--- config.mk ---
export PLATFORM = sky130hd
export DESIGN_NAME = stkp_wrap_top
export DESIGN_NICKNAME = d
export VERILOG_FILES = /design/src/rtl/stkp_pkg.sv /design/src/rtl/stkp_frame_seq.sv /design/src/rtl/stkp_arb.sv /design/src/rtl/stkp_core.sv /design/src/rtl/stkp_wrap_top.sv
export SDC_FILE = /design/constraint.sdc
export NUM_CORES = 1
export LEC_CHECK = 0
export ABC_AREA = 1
export BUFFER_PORTS_ARGS = -buffer_cell sky130_fd_sc_hd__buf_2
export CAP_MARGIN = 20
export CORE_MARGIN = 4
export CORE_UTILIZATION = 48
export DETAILED_ROUTE_END_ITERATION = 8
export PLACE_DENSITY = 0.78
export SLEW_MARGIN = 25
export SYNTH_ARGS = -nofsm -noshare
export SYNTH_HDL_FRONTEND = slang
export SYNTH_SLANG_ARGS = --single-unit
--- constraint.sdc ---
create_clock -name clk -period 2.3 [get_ports clk]
set_input_delay 0.23 -clock clk [delete_from_list [all_inputs] [get_ports clk]]
set_output_delay 0.23 -clock clk [all_outputs]
set_load 0.02 [all_outputs]
--- src/rtl/stkp_pkg.sv ---
package stkp_pkg;

  // Operation applied to the pointer in the current cycle.
  typedef enum logic [1:0] {
    SOP_IDLE = 2'd0,
    SOP_PUSH = 2'd1,
    SOP_PULL = 2'd2,
    SOP_LOAD = 2'd3
  } stk_op_e;

  // Frame size select as seen on the frame_irq_i pin.
  typedef enum logic {
    FR_CALL = 1'b0,
    FR_IRQ  = 1'b1
  } frame_kind_e;

  // Direction of a frame sequence.
  typedef enum logic {
    FD_PULL = 1'b0,
    FD_PUSH = 1'b1
  } frame_dir_e;

endpackage

--- src/rtl/stkp_frame_seq.sv ---
module stkp_frame_seq
  import stkp_pkg::*;
#(
  parameter int CALL_BYTES = 2,
  parameter int IRQ_BYTES  = 5
) (
  input  logic        clk,
  input  logic        rst_n,
  input  logic        abort_i,
  input  logic        start_i,
  input  frame_dir_e  start_dir_i,
  input  frame_kind_e start_kind_i,
  output logic        busy_o,
  output frame_dir_e  dir_o
);

  localparam int MAX_BYTES = (CALL_BYTES > IRQ_BYTES) ? CALL_BYTES : IRQ_BYTES;
  localparam int CNT_W     = $clog2(MAX_BYTES + 1);

  // Cycles still to run after the one that started the frame.
  function automatic logic [CNT_W-1:0] tail_len(frame_kind_e k);
    if (k == FR_IRQ) return CNT_W'(IRQ_BYTES - 1);
    else             return CNT_W'(CALL_BYTES - 1);
  endfunction

  logic [CNT_W-1:0] remain_q;
  frame_dir_e       dir_q;

  always_ff @(posedge clk or negedge rst_n) begin
    if (!rst_n) begin
      remain_q <= '0;
      dir_q    <= FD_PUSH;
    end else if (abort_i) begin
      remain_q <= '0;
    end else if (start_i) begin
      remain_q <= tail_len(start_kind_i);
      dir_q    <= start_dir_i;
    end else if (remain_q != '0) begin
      remain_q <= remain_q - 1'b1;
    end
  end

  assign busy_o = (remain_q != '0);
  assign dir_o  = dir_q;

  // the arbiter never launches a frame while one is running.
  p_no_restart_r10: assert property (@(posedge clk) disable iff (!rst_n)
    busy_o |-> !start_i);

  // the tail length loaded matches the frame kind.
  p_call_len_r7: assert property (@(posedge clk) disable iff (!rst_n)
    (start_i && !abort_i && start_kind_i == FR_CALL) |=> remain_q == CNT_W'(CALL_BYTES - 1));
  p_irq_len_r8: assert property (@(posedge clk) disable iff (!rst_n)
    (start_i && !abort_i && start_kind_i == FR_IRQ) |=> remain_q == CNT_W'(IRQ_BYTES - 1));

  // a running frame counts down by one each cycle.
  p_countdown_r10: assert property (@(posedge clk) disable iff (!rst_n)
    (busy_o && !abort_i) |=> remain_q == $past(remain_q) - 1'b1);

  // a reload cancels the frame.
  p_abort_r2: assert property (@(posedge clk) disable iff (!rst_n)
    abort_i |=> !busy_o);

endmodule

--- src/rtl/stkp_arb.sv ---
module stkp_arb
  import stkp_pkg::*;
(
  input  logic       rsp_i,
  input  logic       push_i,
  input  logic       pull_i,
  input  logic       fpush_i,
  input  logic       fpull_i,
  input  logic       busy_i,
  input  frame_dir_e dir_i,
  output stk_op_e    op_o,
  output logic       start_o,
  output frame_dir_e start_dir_o
);

  // Priority: reload, running frame, new frame, single byte.
  always_comb begin
    op_o        = SOP_IDLE;
    start_o     = 1'b0;
    start_dir_o = fpush_i ? FD_PUSH : FD_PULL;
    if (rsp_i) begin
      op_o = SOP_LOAD;
    end else if (busy_i) begin
      op_o = (dir_i == FD_PUSH) ? SOP_PUSH : SOP_PULL;
    end else if (fpush_i ^ fpull_i) begin
      start_o = 1'b1;
      op_o    = fpush_i ? SOP_PUSH : SOP_PULL;
    end else if (fpush_i && fpull_i) begin
      op_o = SOP_IDLE;
    end else if (push_i ^ pull_i) begin
      op_o = push_i ? SOP_PUSH : SOP_PULL;
    end
  end

endmodule

--- src/rtl/stkp_core.sv ---
module stkp_core
  import stkp_pkg::*;
#(
  parameter int                        ADDR_W   = 16,
  parameter int                        PTR_W    = 6,
  parameter logic [ADDR_W-PTR_W-1:0]   PAGE_TAG = 'b11
) (
  input  logic              clk,
  input  logic              rst_n,
  input  stk_op_e           op_i,
  output logic [ADDR_W-1:0] addr_o,
  output logic              wr_o,
  output logic              rd_o
);

  // Offset arithmetic wraps naturally modulo 2**PTR_W.
  function automatic logic [PTR_W-1:0] off_dec(logic [PTR_W-1:0] x);
    return x - 1'b1;
  endfunction

  function automatic logic [PTR_W-1:0] off_inc(logic [PTR_W-1:0] x);
    return x + 1'b1;
  endfunction

  function automatic logic [ADDR_W-1:0] page_addr(logic [PTR_W-1:0] x);
    return {PAGE_TAG, x};
  endfunction

  logic [PTR_W-1:0] off_q;
  logic [PTR_W-1:0] off_up;

  assign off_up = off_inc(off_q);

  always_ff @(posedge clk or negedge rst_n) begin
    if (!rst_n) begin
      off_q <= '1;
    end else begin
      unique case (op_i)
        SOP_LOAD: off_q <= '1;
        SOP_PUSH: off_q <= off_dec(off_q);
        SOP_PULL: off_q <= off_up;
        default:  off_q <= off_q;
      endcase
    end
  end

  assign addr_o = page_addr((op_i == SOP_PULL) ? off_up : off_q);
  assign wr_o   = (op_i == SOP_PUSH);
  assign rd_o   = (op_i == SOP_PULL);

  // a push writes at the old pointer, one above the new one.
  p_push_dec_r3: assert property (@(posedge clk) disable iff (!rst_n)
    (op_i == SOP_PUSH) |=> PTR_W'(off_q + 1'b1) == $past(addr_o[PTR_W-1:0]));

  // a pull leaves the pointer at the address it read.
  p_pull_adopt_r4: assert property (@(posedge clk) disable iff (!rst_n)
    (op_i == SOP_PULL) |=> off_q == $past(addr_o[PTR_W-1:0]));

  // pushing at the bottom of the page wraps to the top.
  p_wrap_low_r5: assert property (@(posedge clk) disable iff (!rst_n)
    (op_i == SOP_PUSH && off_q == '0) |=> (&off_q));

  // pulling at the top of the page wraps to the bottom.
  p_wrap_high_r5: assert property (@(posedge clk) disable iff (!rst_n)
    (op_i == SOP_PULL && (&off_q)) |=> off_q == '0);

  // a reload lands at the top of the page.
  p_load_top_r2: assert property (@(posedge clk) disable iff (!rst_n)
    (op_i == SOP_LOAD) |=> (&off_q));

  // an idle cycle keeps the pointer.
  p_idle_hold_r6: assert property (@(posedge clk) disable iff (!rst_n)
    (op_i == SOP_IDLE) |=> $stable(off_q));

endmodule

--- src/rtl/stkp_wrap_top.sv ---
module stkp_wrap_top
  import stkp_pkg::*;
#(
  parameter int                      ADDR_W     = 16,
  parameter int                      PTR_W      = 6,
  parameter logic [ADDR_W-PTR_W-1:0] PAGE_TAG   = 'b11,
  parameter int                      CALL_BYTES = 2,
  parameter int                      IRQ_BYTES  = 5
) (
  input  logic              clk,
  input  logic              rst_n,
  input  logic              sp_reset_i,
  input  logic              push_i,
  input  logic              pull_i,
  input  logic              frame_push_i,
  input  logic              frame_pull_i,
  input  logic              frame_irq_i,
  output logic [ADDR_W-1:0] stk_addr_o,
  output logic              stk_wr_o,
  output logic              stk_rd_o,
  output logic              frame_busy_o
);

  stk_op_e     op_w;
  logic        start_w;
  frame_dir_e  start_dir_w;
  frame_dir_e  run_dir_w;
  frame_kind_e kind_w;
  logic        busy_w;

  assign kind_w = frame_irq_i ? FR_IRQ : FR_CALL;

  stkp_arb u_arb (
    .rsp_i       (sp_reset_i),
    .push_i      (push_i),
    .pull_i      (pull_i),
    .fpush_i     (frame_push_i),
    .fpull_i     (frame_pull_i),
    .busy_i      (busy_w),
    .dir_i       (run_dir_w),
    .op_o        (op_w),
    .start_o     (start_w),
    .start_dir_o (start_dir_w)
  );

  stkp_frame_seq #(
    .CALL_BYTES (CALL_BYTES),
    .IRQ_BYTES  (IRQ_BYTES)
  ) u_seq (
    .clk          (clk),
    .rst_n        (rst_n),
    .abort_i      (sp_reset_i),
    .start_i      (start_w),
    .start_dir_i  (start_dir_w),
    .start_kind_i (kind_w),
    .busy_o       (busy_w),
    .dir_o        (run_dir_w)
  );

  stkp_core #(
    .ADDR_W   (ADDR_W),
    .PTR_W    (PTR_W),
    .PAGE_TAG (PAGE_TAG)
  ) u_core (
    .clk    (clk),
    .rst_n  (rst_n),
    .op_i   (op_w),
    .addr_o (stk_addr_o),
    .wr_o   (stk_wr_o),
    .rd_o   (stk_rd_o)
  );

  assign frame_busy_o = busy_w;

  // Never read and write in the same cycle.
  p_one_strobe_r6: assert property (@(posedge clk) disable iff (!rst_n)
    $onehot0({stk_wr_o, stk_rd_o}));

  // conflicting single requests give no access.
  p_conflict_r6: assert property (@(posedge clk) disable iff (!rst_n)
    (push_i && pull_i && !sp_reset_i && !busy_w && !frame_push_i && !frame_pull_i)
      |-> (!stk_wr_o && !stk_rd_o));

  // a fresh frame request decides the access direction.
  p_frame_first_r12: assert property (@(posedge clk) disable iff (!rst_n)
    (!sp_reset_i && !busy_w && (frame_push_i ^ frame_pull_i))
      |-> (stk_wr_o == frame_push_i && stk_rd_o == frame_pull_i));

  // conflicting frame requests start nothing.
  p_frame_clash_r11: assert property (@(posedge clk) disable iff (!rst_n)
    (!sp_reset_i && !busy_w && frame_push_i && frame_pull_i)
      |-> (!stk_wr_o && !stk_rd_o) ##1 !frame_busy_o);

  // a running frame keeps its direction whatever arrives.
  p_frame_steady_r10: assert property (@(posedge clk) disable iff (!rst_n)
    (busy_w && !sp_reset_i) |-> (stk_wr_o == (run_dir_w == FD_PUSH)) && (stk_rd_o != stk_wr_o));

  // a reload raises no strobe.
  p_reload_quiet_r2: assert property (@(posedge clk) disable iff (!rst_n)
    sp_reset_i |-> (!stk_wr_o && !stk_rd_o));

endmodule

==> impl_results.md <==
- Status: finished clean
- # clock sinks: 10
- 1st-iter DRT viols: 19
- Worst Setup Start Kind: flip-flop
- Routability cong.: 0.849
- Reg clk slew, reported paths: 70 ps
- Mapped Cells: 134
- Core ar.: 1940 sq um
- Max-cap violation count: 0
- Period utilisation layout: 97.4%
- Pre-antenna DRT Iters: 4
- H-tree depth: 1
- Kind of critical path: reg -> out
- Post-synthesis sequential area ratio: 26.5%
- Max Freq: 0.446 GHz
- Routed WL: 2280 microns
- Final hold vios: 0
- Vias in the first global route: 882
- Number of port buffers: 16
- Worst Path Max Fanout: 6
- Synth Area per Inst: 7.29 sq um
- Top cell type's share of synthesized area: 18.8%
- Final setup vio count: 0
- Synth unique cells: 28
- Worst-Skew Late Latency: 260 ps
- TritonCTS clock tree: yes
- Top FF cell, synth: dfstp_2
- Clock Skews: 4.06 ps
- Commonest cells post-synth: 19 x nand2_1, 15 x inv_1, 15 x nand3_1
- Hpwl dp: 1660 microns
- Die H: 53.1 microns
- Fin Hold WS: 185 ps
- Chip width: 53.1 microns
- Remaining global-route overflow: 0
- Synth async-reset ratio: 100%
- Worst hold path type: in -> reg
- Post-synth EDFFs: 0
- Layout cell share with drive strength beyond 1: 41.6%
- Diodes inserted: 0
- Count leader, synth: nand2_1
- DR WL/cell: 12.1 microns
- Initial antenna violation count: 0
- Crit path capture type: primary output
- WP data required: 2070 ps
- P&R area growth vs syn: 25.2%
- Remaining antenna violation count: 0
- Global-route wire length before repair: 3680 microns
- Nets: 179
- Mapped Area: 977 sq um
- Fin util: 63.0%
- Largest net degree at the start of global routing: 12
- Row Count: 16
- Ys Warns: 0
- Max Transition Viols Final: 0
- Io pins: 27
- Synth top area cells: dfstp_2 19%, ha_1 12%, buf_4 7.7%
- CTS root buffer: clkbuf_4
- Static Leak: 0.595 nW
- CTS Buf Count: 3
- Initial Util: 50.3%
- Peak supply drop: 0.749 mV
- Via/cell ratio: 5.06
- Synthesis-stage register bit count: 10
- Clock Path Buffers: 2
- Cell Pwr Density: 1480 nW/um^2
- Total track usage: 17.9%
- Critical Path AT: 2010 ps
- Area leader, netlist: dfstp_2
- Via count: 952
- Fin crit period: 2240 ps
- Die area: 2820 sq um
- Post-route DRC: 0
==> worst max-delay path, stage by stage, from the launching register on <==
cell and delay, ps:
dfrtp_1 340, inv_2 60, ha_4 160, ha_4 170, inv_4 70, nand2_4 50
a21oi_2 150, inv_2 70, ha_4 180, buf_6 130, buf_4 130, o21ai_2 110
buf_6 130
==> registers in the layout (all words and copies together) (netlist names) <==
name and cells:
u_core.off_q 6, u_seq.dir_o 1, u_seq.remain_q 3
==> per-layer routing <==
layer | track usage (%) | wire length [microns] | vias up
met3 | 2.82 | 132 | 8
met2 | 33.3 | 1200 | 38
met5 | 0 | 0 | -
met1 | 20.4 | 901 | 429
li1 | - | - | 477
met4 | 6.38 | 45 | 0
==> path summary, 6_finish.rpt <==
| check | from | end | slack [ps] | cells after the start |
|---|---|---|---|---|
| worst max-delay path | u_seq.remain_q[0] | stk_addr_o[5] | 60 | 12 |
| worst min-delay path | frame_push_i | u_seq.dir_o | 180 | 3 |
| worst max register to register | u_seq.remain_q[0] | u_core.off_q[3] | 270 | 13 |
| worst min register to register | u_seq.dir_o | u_seq.dir_o | 490 | 2 |
| max in group asynchronous | rst_n | u_core.off_q[3] | 1670 | 2 |
| min in group asynchronous | rst_n | u_seq.remain_q[1] | 370 | 2 |
==> power breakdown <==
part	total (W)	internal [W]	switching, W
Sequential	0.000405	0.000303	0.000102
Combinational	0.00129	0.000551	0.000736
Clock	0.000125	0.0000669	0.0000579
Total	0.00182	0.000920	0.000896
==> per-stage QoR <==
step	power (W)	std cells	area, sq um	TNS [ps]	worst slack [ps]
finish	0.00182	188	1220	0	59.0
global route	0.00199	188	1220	-32.8	-24.1
CTS	0.00164	185	1140	0	8.37
detailed placement	0.00143	177	1050	0	5.27
global placement	0.00140	177	1050	0	92.4
floorplan	0.00119	142	1010	-294	-147
==> final cells by class <==
| cell class | instances | area, sq um |
|---|---|---|
| Multi-Input combinational cell | 96 | 627 |
| Clock buffer | 4 | 26.3 |
| Sequential cell | 10 | 259 |
| Inverter | 24 | 92.6 |
| Fill cell | 194 | 718 |
| Tap cell | 27 | 33.8 |
| Timing Repair Buffer | 27 | 185 |
==> timing repair <==
item,4_1_cts,5_1_grt
hold buffers,1,0
setup buffers,3,3
hold endpoints to repair,3,0
pin swaps,2,3
endpoints found under the setup margin,8,7
gates resized for setup,8,20
==> placed cells by master, fill, tap and decap left out, types with 3 or more instances in the layout <==
cell / synthesis / final
o21ai_1: 9 / 9
dfrtp_1: 3 / 3
ha_4: 0 / 3
nand4_1: 4 / 4
inv_2: 9 / 11
buf_4: 10 / 13
nand3_1: 15 / 15
nand2_1: 19 / 18
a21oi_2: 1 / 3
conb_1: 2 / 10
nor2_1: 5 / 4
nor2_2: 3 / 3
ha_1: 9 / 5
inv_1: 15 / 12
clkbuf_4: 0 / 3
dfstp_2: 7 / 7
buf_2: 0 / 11
==> cell families after synthesis <==
| kind of cell | after synthesis | synth area share, % |
|---|---|---|
| AOI/OAI and AO/OA | 22 | 13.4 |
| adders and majority gates | 9 | 11.5 |
| buffers and inverters | 36 | 19.2 |
| DFF | 10 | 26.5 |
| other | 2 | 0.769 |
| and+or+nand+nor | 55 | 28.6 |
Power figures use the tool's default switching activity.
